**src/rtl/dle_pkg.sv**
```systemverilog
package dle_pkg;
  localparam int LANE_W = 64;
  localparam int CHK_W  = 8;
  localparam int COL_TBL_W = LANE_W * CHK_W;

  // Odd-weight columns: weight-3 ascending, then weight-5 ascending.
  function automatic logic [COL_TBL_W-1:0] build_cols();
    logic [COL_TBL_W-1:0] t;
    logic [7:0] vb;
    int k;
    t = '0;
    k = 0;
    for (int w = 3; w <= 5; w += 2) begin
      for (int v = 1; v < 256; v++) begin
        vb = 8'(v);
        if ($countones(vb) == w && k < LANE_W) begin
          t[k*CHK_W +: CHK_W] = vb;
          k++;
        end
      end
    end
    return t;
  endfunction

  function automatic logic [CHK_W-1:0] hsiao_enc(input logic [LANE_W-1:0] d,
                                                 input logic [COL_TBL_W-1:0] cols);
    logic [CHK_W-1:0] c;
    c = '0;
    for (int i = 0; i < LANE_W; i++)
      if (d[i]) c ^= cols[i*CHK_W +: CHK_W];
    return c;
  endfunction
endpackage

```
**src/rtl/dle_lane_dec.sv**
```systemverilog
module dle_lane_dec
  import dle_pkg::*;
(
  input  logic [LANE_W-1:0] din,
  input  logic [CHK_W-1:0]  cin,
  output logic [LANE_W-1:0] dout,
  output logic              corr,
  output logic              det
);
  localparam logic [COL_TBL_W-1:0] COLS = build_cols();

  logic [CHK_W-1:0]        syn;
  logic [LANE_W+CHK_W-1:0] zeros_in;
  logic [LANE_W-1:0]       flip;
  logic                    near_erased;

  always_comb begin
    zeros_in    = ~{cin, din};
    near_erased = ($countones(zeros_in) <= 1);
    syn         = cin ^ hsiao_enc(din, COLS);
    flip        = '0;
    for (int i = 0; i < LANE_W; i++)
      if (COLS[i*CHK_W +: CHK_W] == syn) flip[i] = 1'b1;
  end

  always_comb begin
    dout = din;
    corr = 1'b0;
    det  = 1'b0;
    if (near_erased) begin
      dout = '1;
      corr = (zeros_in != '0);
    end else if (syn != '0) begin
      if (!$countones(syn)[0]) begin
        det = 1'b1;
      end else if ($countones(syn) == 1) begin
        corr = 1'b1;
      end else if (flip != '0) begin
        dout = din ^ flip;
        corr = 1'b1;
      end else begin
        det = 1'b1;
      end
    end
  end
endmodule

```
**config.mk**
```make
export PLATFORM = sky130hd
export DESIGN_NAME = dle_lane_dec
export DESIGN_NICKNAME = d
export VERILOG_FILES = /design/src/rtl/dle_pkg.sv /design/src/rtl/dle_lane_dec.sv
export SDC_FILE = /design/constraint.sdc
export NUM_CORES = 1
export LEC_CHECK = 0
export ABC_AREA = 0
export BUFFER_PORTS_ARGS = -buffer_cell sky130_fd_sc_hd__buf_2
export CAP_MARGIN = 5
export CORE_MARGIN = 2
export CORE_UTILIZATION = 62
export DETAILED_ROUTE_END_ITERATION = 8
export GPL_TIMING_DRIVEN = 0
export PLACE_DENSITY = 0.91
export SLEW_MARGIN = 20
export SYNTH_ARGS = -nofsm -noshare
export SYNTH_HDL_FRONTEND = slang
export SYNTH_SLANG_ARGS = --single-unit
export TNS_END_PERCENT = 5
```
**constraint.sdc**
```tcl
create_clock -name vclk -period 16.8
set_input_delay 1.68 -clock vclk [all_inputs]
set_output_delay 1.68 -clock vclk [all_outputs]
set_load 0.02 [all_outputs]
```
Word level (Yosys, flattened, before mapping)

Cells that the tools add are included.

Order comparisons: 1
Mux-type cells: 143
Reductions and logical operators: 3
Add/subtract/negate cells: 78
Equality and inequality tests: 65
Bitwise gates (word level): 66

Operators by type and width:

| cell                 | count |
|---|---|
| $mux W64             | 5 |
| $eq A8 B8 Y1 const A | 21 |
| $mux W8              | 21 |
| $not A3 Y3           | 55 |
| $eq A7 B8 Y1 const A | 17 |
| $eq A6 B8 Y1 const A | 15 |
| $mux W7              | 17 |
| $mux W6              | 15 |
| $add A1 B1 Y2        | 40 |
| $mux W1              | 74 |
| $not A72 Y72         | 1 |
| $reduce_bool A72 Y1  | 1 |
| $reduce_bool A64 Y1  | 1 |
| $xor A64 B64 Y64     | 1 |
| $add A2 B2 Y3        | 20 |
| $eq A5 B8 Y1 const A | 7 |
| $add A3 B3 Y4        | 10 |
| $not A5 Y5           | 8 |
| $mux W5              | 7 |
| $eq A4 B8 Y1 const A | 3 |
| $add A4 B4 Y5        | 4 |
| $add A5 B5 Y6        | 2 |
| $mux W4              | 3 |
| $add A7 B4 Y8        | 1 |
| 7 further kinds      | 7 |

Input bits: 72
Register bits: 0

Logic depth before layout (Yosys ltp)

Gate-level depths: netlist of the first run.

Depth in word-level cells: 136
Mapped depth: 25
Depth with buffers taken out: 24

Worst setup path before layout of the first run

No wires, ideal clock.

Path type: input-to-output
Start: in din[59]
End: out dout[62]
Arrival time: 7.537 ns
Buffers on the path: 3
Data required time: 15.120 ns
Cell stages on the path: 21
Slack: 7.583 ns
Cell sequence: buf_2 inv_1 fa_1 fa_1 inv_1 fa_1 inv_1 fa_1 fa_1 fa_1 fa_1 inv_1 fa_1 inv_1 ha_1 fa_1 nor4_1 nand3_1 clkbuf_1 clkbuf_1 nand3_1

Word-level cells in the longest chain between the ends: 17
Elaborated cells between the ends (all ways): 162
Those cells by class: add/sub (13); order compare (1); eq/ne (65); mux (74); bitwise (7); reduce/logical (2)

Ends and longest elaborated chain:

| item                                                   | RTL line           | text |
|---|---|---|
| from (decl)                                            | dle_lane_dec.sv:4  | `input logic [LANE_W-1:0] din,` |
| branches (longest 16 deep; another with $add A7 B4 Y8) | -                  |  |
| $mux W64 *                                             | dle_lane_dec.sv:30 | `if (near_erased) begin` |
| to (decl)                                              | dle_lane_dec.sv:6  | `output logic [LANE_W-1:0] dout,` |

Mark *: on every way between the ends.

Final worst setup path of the first run

Start: in din[59]
End: out dout[57]

Same word-level chain as after synthesis.

==> results of run 1 <==
==> cell type report <==
type                            count  area (sq um)  share of cell area (%)
Tap cell                          111           139                    2.13
Inverter                          116           440                    6.76
Buffer                             35           156                    2.40
Timing Repair Buffer              130           651                    9.98
Multi-Input combinational cell    574          5130                    78.7
==> worst min-delay path by stage <==
stage / startpoint / endpoint / slack, ns / cells past startpoint
6_report: din[1] / dout[1] / 3.80 / 4
5_1_grt: din[1] / dout[1] / 3.84 / 4
4_1_cts: din[1] / dout[1] / 3.81 / 4
3_5_place_dp: din[1] / dout[1] / 3.81 / 4
3_3_place_gp: din[1] / dout[1] / 3.81 / 4
2_1_floorplan: din[15] / dout[15] / 3.56 / 2
==> critical path: cells and delay by family <==
kind / cells / cell delay, ns
simple gates: 3 / 0.52
fa+ha+maj: 10 / 4.71
buf+inv: 9 / 1.78
==> through the flow <==
| stage | cells | setup slack [ns] | cell area (sq um) | hold slack (ns) | util, % |
|---|---|---|---|---|---|
| 3_3_place_gp | 966 | 6.62 | 6520 | 3.81 | 71.6 |
| 6_report | 966 | 6.44 | 6520 | 3.80 | 71.6 |
| 3_5_place_dp | 966 | 6.61 | 6520 | 3.81 | 71.6 |
| 4_1_cts | 966 | 6.59 | 6520 | 3.81 | 71.6 |
| 2_1_floorplan | 725 | 7.58 | 5730 | 3.56 | - |
| 5_1_grt | 966 | 6.33 | 6520 | 3.84 | 71.6 |
==> layout by cell type (no fill, tap or decap), types with 3 or more instances in the layout <==
master and count:
sky130_fd_sc_hd__inv_2 4, sky130_fd_sc_hd__o21ai_1 6, sky130_fd_sc_hd__xor2_1 27, sky130_fd_sc_hd__or3_1 32
sky130_fd_sc_hd__a2111oi_0 4, sky130_fd_sc_hd__fa_1 66, sky130_fd_sc_hd__nand3_1 45, sky130_fd_sc_hd__xnor3_2 3
sky130_fd_sc_hd__ha_1 29, sky130_fd_sc_hd__clkbuf_1 21, sky130_fd_sc_hd__nor3_1 12, sky130_fd_sc_hd__xnor2_1 107
sky130_fd_sc_hd__buf_2 141, sky130_fd_sc_hd__xnor3_1 14, sky130_fd_sc_hd__xor3_1 3, sky130_fd_sc_hd__nor2_1 30
sky130_fd_sc_hd__a21oi_1 12, sky130_fd_sc_hd__inv_1 111, sky130_fd_sc_hd__and3_1 9, sky130_fd_sc_hd__o31ai_1 3
sky130_fd_sc_hd__o21ai_0 33, sky130_fd_sc_hd__nor4_1 9, sky130_fd_sc_hd__nand2_1 66, sky130_fd_sc_hd__o2111ai_1 3
sky130_fd_sc_hd__nand4_1 22
==> routing by layer <==
layer	track usage (%)	up-vias	routed length [microns]
met3	11.9	139	3320
met1	56.1	2857	7430
met4	21.0	0	1470
li1	-	2643	-
met5	0	-	0
met2	70.7	544	9500
==> cell families (layout without fill, tap and decap cells) <==
kind of cell | Yosys count | after routing | synth area share [%]
buffers and inverters | 151 | 281 | 10.4
muxes | 1 | 1 | 0.175
and+or+nand+nor | 238 | 238 | 21.0
xor gates and xnor gates | 158 | 158 | 30.0
adders and majority gates | 95 | 95 | 29.4
AOI/OAI and AO/OA | 82 | 82 | 9.00
==> impl_summary.log, run 1 <==
INFO  metric routed_wirelength = ~22,000 microns
INFO  metric synth_top_area_share = about 23%
INFO  metric cts_hold_repair.buffers = 0
INFO  metric wire_per_inst = ~22 microns
INFO  metric core.rowCount = 35
INFO  metric timing.final.crit_share = around three fifths
INFO  metric num-nets-final = between 1,000 and 1,500
INFO  metric grt_remaining_overflow = 0
INFO  metric sequential_cell_total = 0
INFO  metric ys_warn_count = 0
INFO  metric report.final.setup_viol = 0
INFO  metric core-area = between 9000 and 10,000 sq um
INFO  metric die_area = approximately 10,000 sq um
INFO  metric synth.top_cells.by_count = sky130_fd_sc_hd__inv_1 (111), sky130_fd_sc_hd__xnor2_1 (107), sky130_fd_sc_hd__fa_1 (66), sky130_fd_sc_hd__nand2_1 (66), sky130_fd_sc_hd__nand3_1 (45)
INFO  metric ant_nets = 0
INFO  metric detail_route.iter0.violations = 691
INFO  metric synthesis.area = 5730 sq um
INFO  metric final_min_period = about 10 ns
INFO  metric timing_max_transition_violations_final = 0
INFO  metric grt_first_pass_wirelength = 33,700 microns
INFO  metric grt_usage = between 40 and 50%
INFO  metric route.detailed.drc = 0
INFO  metric worst-endpoint-required = 15.12 ns
INFO  metric setup_repair_after_global_routing_missed_its_margin = false
INFO  metric yosysUniqueCellTypes = 59
INFO  metric critical_path.startpoint_type = input port
INFO  metric register_area = 0 sq um
INFO  metric via_count = ~6,200
INFO  metric diodes = 0
INFO  metric io_pins = 138
INFO  metric critical_path_peak_fanout = 10
INFO  metric largest_net_degree_at_the_start_of_global_routing = 11
INFO  metric fill_cell_total_of_the_finished_layout = around 770
INFO  metric post_route_cells_drive_above_1_share = between 10% and 20%
INFO  metric yosys.area.top_type = sky130_fd_sc_hd__fa_1
INFO  metric gp_routability_congestion = around 1.1
INFO  metric synthesis.nets = just under 900
INFO  metric endpoint = dout[57]
INFO  metric buffer_ports.inserted = 130
INFO  metric cp-end-kind = primary output
INFO  metric fin_setup_tns = 0 ns
INFO  metric maxCapViolations = 0
INFO  metric postSynthCellCount = between 700 and 800
INFO  metric criticalPathCategory = input port to primary output
INFO  metric maxClockFrequency = 96.5 MHz
INFO  metric crit_path_cell_trace = buf_2, inv_1, fa_1, fa_1, inv_1, fa_1, inv_1, fa_1, fa_1, fa_1, fa_1, inv_1, fa_1, inv_1, ha_1, fa_1, nor4_1, nand3_1, clkbuf_1, clkbuf_1, nand3_1, buf_2
INFO  metric avgSynthCellArea = around 7.9 sq um
INFO  metric vias_in_the_first_global_route = ~6,000
INFO  metric final.clkbuf_count = 0
INFO  metric synth.most_common_cell = sky130_fd_sc_hd__inv_1
INFO  metric vias_per_cell = between 6 and 7
INFO  metric initial_core_util = 62.9%
INFO  metric die_wd = between 100 and 150 microns
INFO  metric worstHoldPathType = input port to primary output
INFO  metric setup.worst_path.start = din[59]
INFO  metric hold_viol = 0
INFO  metric drtPass1Iterations = 5
INFO  metric critical_path_arrival = around 8.7 ns
INFO  metric ys_seq_area_share = 0%
INFO  metric hpwl = 18,200 microns
INFO  metric timing.slew.headroom = between 40 and 50%
INFO  metric tightest_slew = between 0.8 and 0.9 ns
INFO  metric area_overhead_vs_synth = 13.8%
INFO  metric timing.critical_path.slowest_cell_delay = 0.56 ns
INFO  metric outcome = complete, no violations
INFO  metric crit_top_cell = sky130_fd_sc_hd__fa_1
INFO  metric buffers_inserted_during_post_cts_setup_optimization = 0
INFO  metric grt_antenna_before_repair = 0
INFO  metric largest_cells_by_area_after_synthesis = sky130_fd_sc_hd__fa_1 (23%), sky130_fd_sc_hd__xnor2_1 (16%), sky130_fd_sc_hd__inv_1 (7.3%)
INFO  metric cpMaxStageDelayCell = sky130_fd_sc_hd__clkbuf_1
INFO  metric chipHeight = roughly 100 microns
INFO  metric cts_repair_resize_count = 0
Power of run 1 is not shown: default switching activity piles up to over one toggle a cycle in this logic, so the estimate is an artifact.
==> run 2: changes to the inputs <==
--- a/config.mk
+++ b/config.mk
@@ -9,10 +9,10 @@
 export BUFFER_PORTS_ARGS = -buffer_cell sky130_fd_sc_hd__buf_2
 export CAP_MARGIN = 5
 export CORE_MARGIN = 2
-export CORE_UTILIZATION = 62
+export CORE_UTILIZATION = 58
 export DETAILED_ROUTE_END_ITERATION = 8
 export GPL_TIMING_DRIVEN = 0
-export PLACE_DENSITY = 0.91
+export PLACE_DENSITY = 0.86
 export SLEW_MARGIN = 20
 export SYNTH_ARGS = -nofsm -noshare
 export SYNTH_HDL_FRONTEND = slang
==> constraint.sdc (replaced) <==
create_clock -name vclk -period 10.87
set_input_delay 1.087 -clock vclk [all_inputs]
set_output_delay 1.087 -clock vclk [all_outputs]
set_load 0.02 [all_outputs]
==> run 2 against run 1 <==
Net effect: sequential share of layout area unchanged; sequential cell count unchanged; final area up 0.42%; global-route usage down 2.8 points; largest cell class unchanged; critical path depth unchanged; die area up 6.6%; worst hold slack worse by 1.2 ns; via count down 2.4%; utilization down 4.0 points.
==> impl_summary.log, run 2 (synthesis results as in run 1) <==
INFO  metric detail_route.iter0.violations = 620
INFO  metric fin_setup_tns = 0 ns
INFO  metric io_pins = about 140
INFO  metric route.detailed.drc = 0
INFO  metric worst-endpoint-required = a little under 10 ns
INFO  metric cts_repair_resize_count = 0
INFO  metric criticalPathCategory = input port to primary output
INFO  metric critical_path.startpoint_type = input port
INFO  metric chipHeight = roughly 100 microns
INFO  metric cpMaxStageDelayCell = sky130_fd_sc_hd__fa_1
INFO  metric leading_cell_type_in_the_layout_fill_and_taps_excluded = sky130_fd_sc_hd__buf_2
INFO  metric die_area = roughly 11,000 sq um
INFO  metric grt_first_pass_wirelength = approximately 33,000 microns
INFO  metric wire_per_inst = about 22 microns
INFO  metric grt_remaining_overflow = 0
INFO  metric largest_net_degree_at_the_start_of_global_routing = 11
INFO  metric multi_input_comb_area = 5130 sq um
INFO  metric crit_top_cell = sky130_fd_sc_hd__fa_1
INFO  metric die_wd = slightly above 100 microns
INFO  metric report.final.setup_viol = 0
INFO  metric initial_core_util = 59.2%
INFO  metric routed_wirelength = around 22,000 microns
INFO  metric vias_per_cell = between 6 and 7
INFO  metric timing.final.crit_share = approximately 84%
INFO  metric gp_routability_congestion = between 1 and 1.5
INFO  metric sequential_cell_total = 0
INFO  metric grt_antenna_before_repair = 0
INFO  metric timing_max_transition_violations_final = 0
INFO  metric drtPass1Iterations = 5
INFO  metric grt_usage = approximately two fifths
INFO  metric area_overhead_vs_synth = 14.3%
INFO  metric timing.slew.headroom = 29.2%
INFO  metric maxClockFrequency = 109 MHz
INFO  metric setup_repair_after_global_routing_missed_its_margin = false
INFO  metric buffer_ports.inserted = between 100 and 150
INFO  metric maxCapViolations = 0
INFO  metric fill_cell_total_of_the_finished_layout = 876
INFO  metric ant_nets = 0
INFO  metric cp-end-kind = primary output
INFO  metric num-nets-final = between 1,000 and 1,500
INFO  metric via_count = 6,035
INFO  metric crit_path_cell_trace = buf_2, inv_1, fa_1, fa_1, inv_1, fa_1, inv_1, fa_1, fa_1, fa_1, fa_1, inv_1, fa_1, inv_1, ha_1, fa_1, nor4_1, nand3_1, clkbuf_1, clkbuf_1, nand3_1, buf_2
INFO  metric critical_path_peak_fanout = 10
INFO  metric diodes = 0
INFO  metric cts_hold_repair.buffers = 0
INFO  metric register_area = 0 sq um
INFO  metric buffers_inserted_during_post_cts_setup_optimization = 0
INFO  metric outcome = complete, no violations
INFO  metric post_route_cells_drive_above_1_share = 18.8%
INFO  metric vias_in_the_first_global_route = ~5,600
INFO  metric core.rowCount = 36
INFO  metric final_min_period = 9.15 ns
INFO  metric final.clkbuf_count = 0
INFO  metric critical_path_arrival = approximately 8 ns
INFO  metric hold_viol = 0
INFO  metric final_cell_mix = sky130_fd_sc_hd__buf_2 (141), sky130_fd_sc_hd__inv_1 (111), sky130_fd_sc_hd__xnor2_1 (107), sky130_fd_sc_hd__nand2_1 (66), sky130_fd_sc_hd__fa_1 (66)
INFO  metric core-area = about 9700 sq um
INFO  metric timing.critical_path.slowest_cell_delay = about 0.55 ns
INFO  metric tightest_slew = approximately 1.1 ns
INFO  metric hpwl = approximately 18,000 microns
INFO  metric worstHoldPathType = input port to primary output
run 2: final cells by class:
| cell class | instances | share of cell area, % |
|---|---|---|
| Multi-Input combinational cell | 574 | 78.4 |
| Inverter | 116 | 6.73 |
| Timing Repair Buffer | 130 | 9.94 |
| Tap cell | 133 | 2.54 |
| Buffer | 35 | 2.39 |
run 2: worst paths after layout:
check	startpoint	slack, ns	end	cells past startpoint
max	din[59]	1.72	dout[56]	22
min	din[1]	2.64	dout[1]	4
run 2: per-layer routing:
| layer | global-route usage [%] | wire length [microns] | vias to the layer above |
|---|---|---|---|
| li1 | - | - | 2637 |
| met1 | 55.1 | 7880 | 2816 |
| met2 | 65.3 | 9550 | 483 |
| met3 | 11.4 | 3240 | 99 |
| met4 | 15.1 | 1070 | 0 |
| met5 | 0 | 0 | - |
run 2: critical path: cells and delay by family:
family / cells / cell delay [ns]
buf+inv: 9 / 1.70
fa+ha+maj: 10 / 4.72
simple gates: 3 / 0.53
run 2: through the flow:
step	hold slack [ns]	util [%]	std cells	setup slack (ns)	cell area (sq um)
finish	2.64	67.6	988	1.72	6550
global route	2.68	67.6	988	1.48	6550
CTS	2.64	67.6	988	1.79	6550
detailed placement	2.64	67.6	988	1.82	6550
global placement	2.63	67.6	988	1.85	6550
floorplan	2.38	-	725	2.84	5730
Power of run 2 is left out for the same reason.
==> run 3: changes to the inputs <==
==> constraint.sdc (replaced) <==
create_clock -name vclk -period 8.7
set_input_delay 0.87 -clock vclk [all_inputs]
set_output_delay 0.87 -clock vclk [all_outputs]
set_load 0.02 [all_outputs]
==> run 3 against run 2 <==
Net effect: sequential cell count stayed put; largest cell class unchanged; worst hold slack worse by 0.44 ns; sequential share of layout area stayed put; non-clock buffer count up 1; final area increased by 0.40%; setup slack lost 1.6 ns; global-route usage unchanged.
==> impl_summary.log, run 3 (synthesis results as in run 1) <==
INFO  metric criticalPathCategory = input port to primary output
INFO  metric cp-end-kind = primary output
INFO  metric core.rowCount = 36
INFO  metric core-area = about 9700 sq um
INFO  metric final_cell_mix = sky130_fd_sc_hd__buf_2 (141), sky130_fd_sc_hd__inv_1 (111), sky130_fd_sc_hd__xnor2_1 (107), sky130_fd_sc_hd__nand2_1 (66), sky130_fd_sc_hd__fa_1 (66)
INFO  metric worstHoldPathType = input port to primary output
INFO  metric via_count = 6,019
INFO  metric fin_setup_tns = 0 ns
INFO  metric timing_max_transition_violations_final = 0
INFO  metric gp_routability_congestion = slightly above 1
INFO  metric diodes = 0
INFO  metric wire_per_inst = between 20 and 25 microns
INFO  metric outcome = complete, no violations
INFO  metric grt_usage = approximately 42%
INFO  metric tightest_slew = 1.01 ns
INFO  metric initial_core_util = 59.2%
INFO  metric fin_worst_hold_slack = roughly 2.2 ns
INFO  metric ant_nets = 0
INFO  metric multi_input_comb_area = 5150 sq um
INFO  metric fill_cell_total_of_the_finished_layout = approximately 870
INFO  metric drtPass1Iterations = 5
INFO  metric setup_repair_after_global_routing_missed_its_margin = false
INFO  metric post_route_setup_slack = about 0.15 ns
INFO  metric sequential_cell_total = 0
INFO  metric die_area = 10,700 sq um
INFO  metric critical_path_arrival = 7.68 ns
INFO  metric final_min_period = 8.55 ns
INFO  metric report.final.setup_viol = 0
INFO  metric detail_route.iter0.violations = just over 600
INFO  metric register_area = 0 sq um
INFO  metric worst-endpoint-required = 7.83 ns
INFO  metric timing.critical_path.slowest_cell_delay = about 0.56 ns
INFO  metric vias_in_the_first_global_route = approximately 5,600
INFO  metric post_route_cells_drive_above_1_share = ~19%
INFO  metric crit_path_cell_trace = buf_2, inv_1, fa_1, fa_1, inv_1, fa_1, inv_1, fa_1, fa_1, fa_1, fa_1, inv_1, fa_1, inv_1, ha_1, fa_1, nor4_1, nand3_2, clkbuf_2, clkbuf_1, nand3_1, buf_2
INFO  metric critical_path_peak_fanout = 10
INFO  metric grt_first_pass_wirelength = ~33,000 microns
INFO  metric chipHeight = a little over 100 microns
INFO  metric final.clkbuf_count = 0
INFO  metric critical_path.startpoint_type = input port
INFO  metric hpwl = ~18,000 microns
INFO  metric place_ws = about 0.08 ns
INFO  metric die_wd = around 100 microns
INFO  metric largest_net_degree_at_the_start_of_global_routing = 11
INFO  metric maxCapViolations = 0
INFO  metric hold_viol = 0
INFO  metric leading_cell_type_in_the_layout_fill_and_taps_excluded = sky130_fd_sc_hd__buf_2
INFO  metric area_overhead_vs_synth = 14.7%
INFO  metric maxClockFrequency = ~120 MHz
INFO  metric cpLargestDelayFamily = adder cells
INFO  metric vias_per_cell = 6.09
INFO  metric buffer_ports.inserted = 130
INFO  metric crit_top_cell = sky130_fd_sc_hd__fa_1
INFO  metric route.detailed.drc = 0
INFO  metric routed_wirelength = between 20,000 and 25,000 microns
INFO  metric num-nets-final = 1,025
INFO  metric io_pins = ~140
INFO  metric timing.final.crit_share = 98.3%
INFO  metric timing.slew.headroom = between 30% and 40%
INFO  metric sum_of_buffers_and_inverters_on_the_critical_path = 9
INFO  metric grt_antenna_before_repair = 0
INFO  metric cpMaxStageDelayCell = sky130_fd_sc_hd__fa_1
INFO  metric grt_remaining_overflow = 0
INFO  metric cts_hold_repair.buffers = 0
[run 3: cell count changes in the layout (fill, tap and decap cells not counted), sizes merged]
cell	delta
buf	+1
[run 3: final cells by class]
cell class / instances / share of cell area (%)
plain buffers: 35 / 2.42
well taps: 133 / 2.53
multi-input cells: 574 / 78.3
repair buffers: 131 / 10.0
inverters: 116 / 6.70
[run 3: stage by stage]
step           cells  util, %  cell area, sq um
3_5_place_dp     988     67.6              6550
4_1_cts          988     67.6              6550
3_3_place_gp     988     67.6              6550
5_1_grt          989     67.9              6570
6_report         989     67.9              6570
2_1_floorplan    725        -              5730
[run 3: path summary, 6_finish.rpt]
kind / start / to / slack [ns] / depth (start not counted)
min: din[1] / dout[1] / 2.20 / 4
max: din[59] / dout[56] / 0.15 / 22
[run 3: metal layers]
layer / vias to the layer above / part of all wire [%] / track usage, %
met2: 505 / 44 / 65.3
met4: 0 / 4.7 / 15.1
met5: - / 0 / 0
li1: 2642 / - / -
met1: 2778 / 35 / 55.1
met3: 94 / 16 / 11.4
[run 3: what timing repair did]
| action | CTS | global route |
|---|---|---|
| buffers inserted | 0 | 1 |
| gates resized for setup | 0 | 6 |
| endpoints found under the setup margin | 0 | 48 |
Power of run 3 is left out for the same reason.
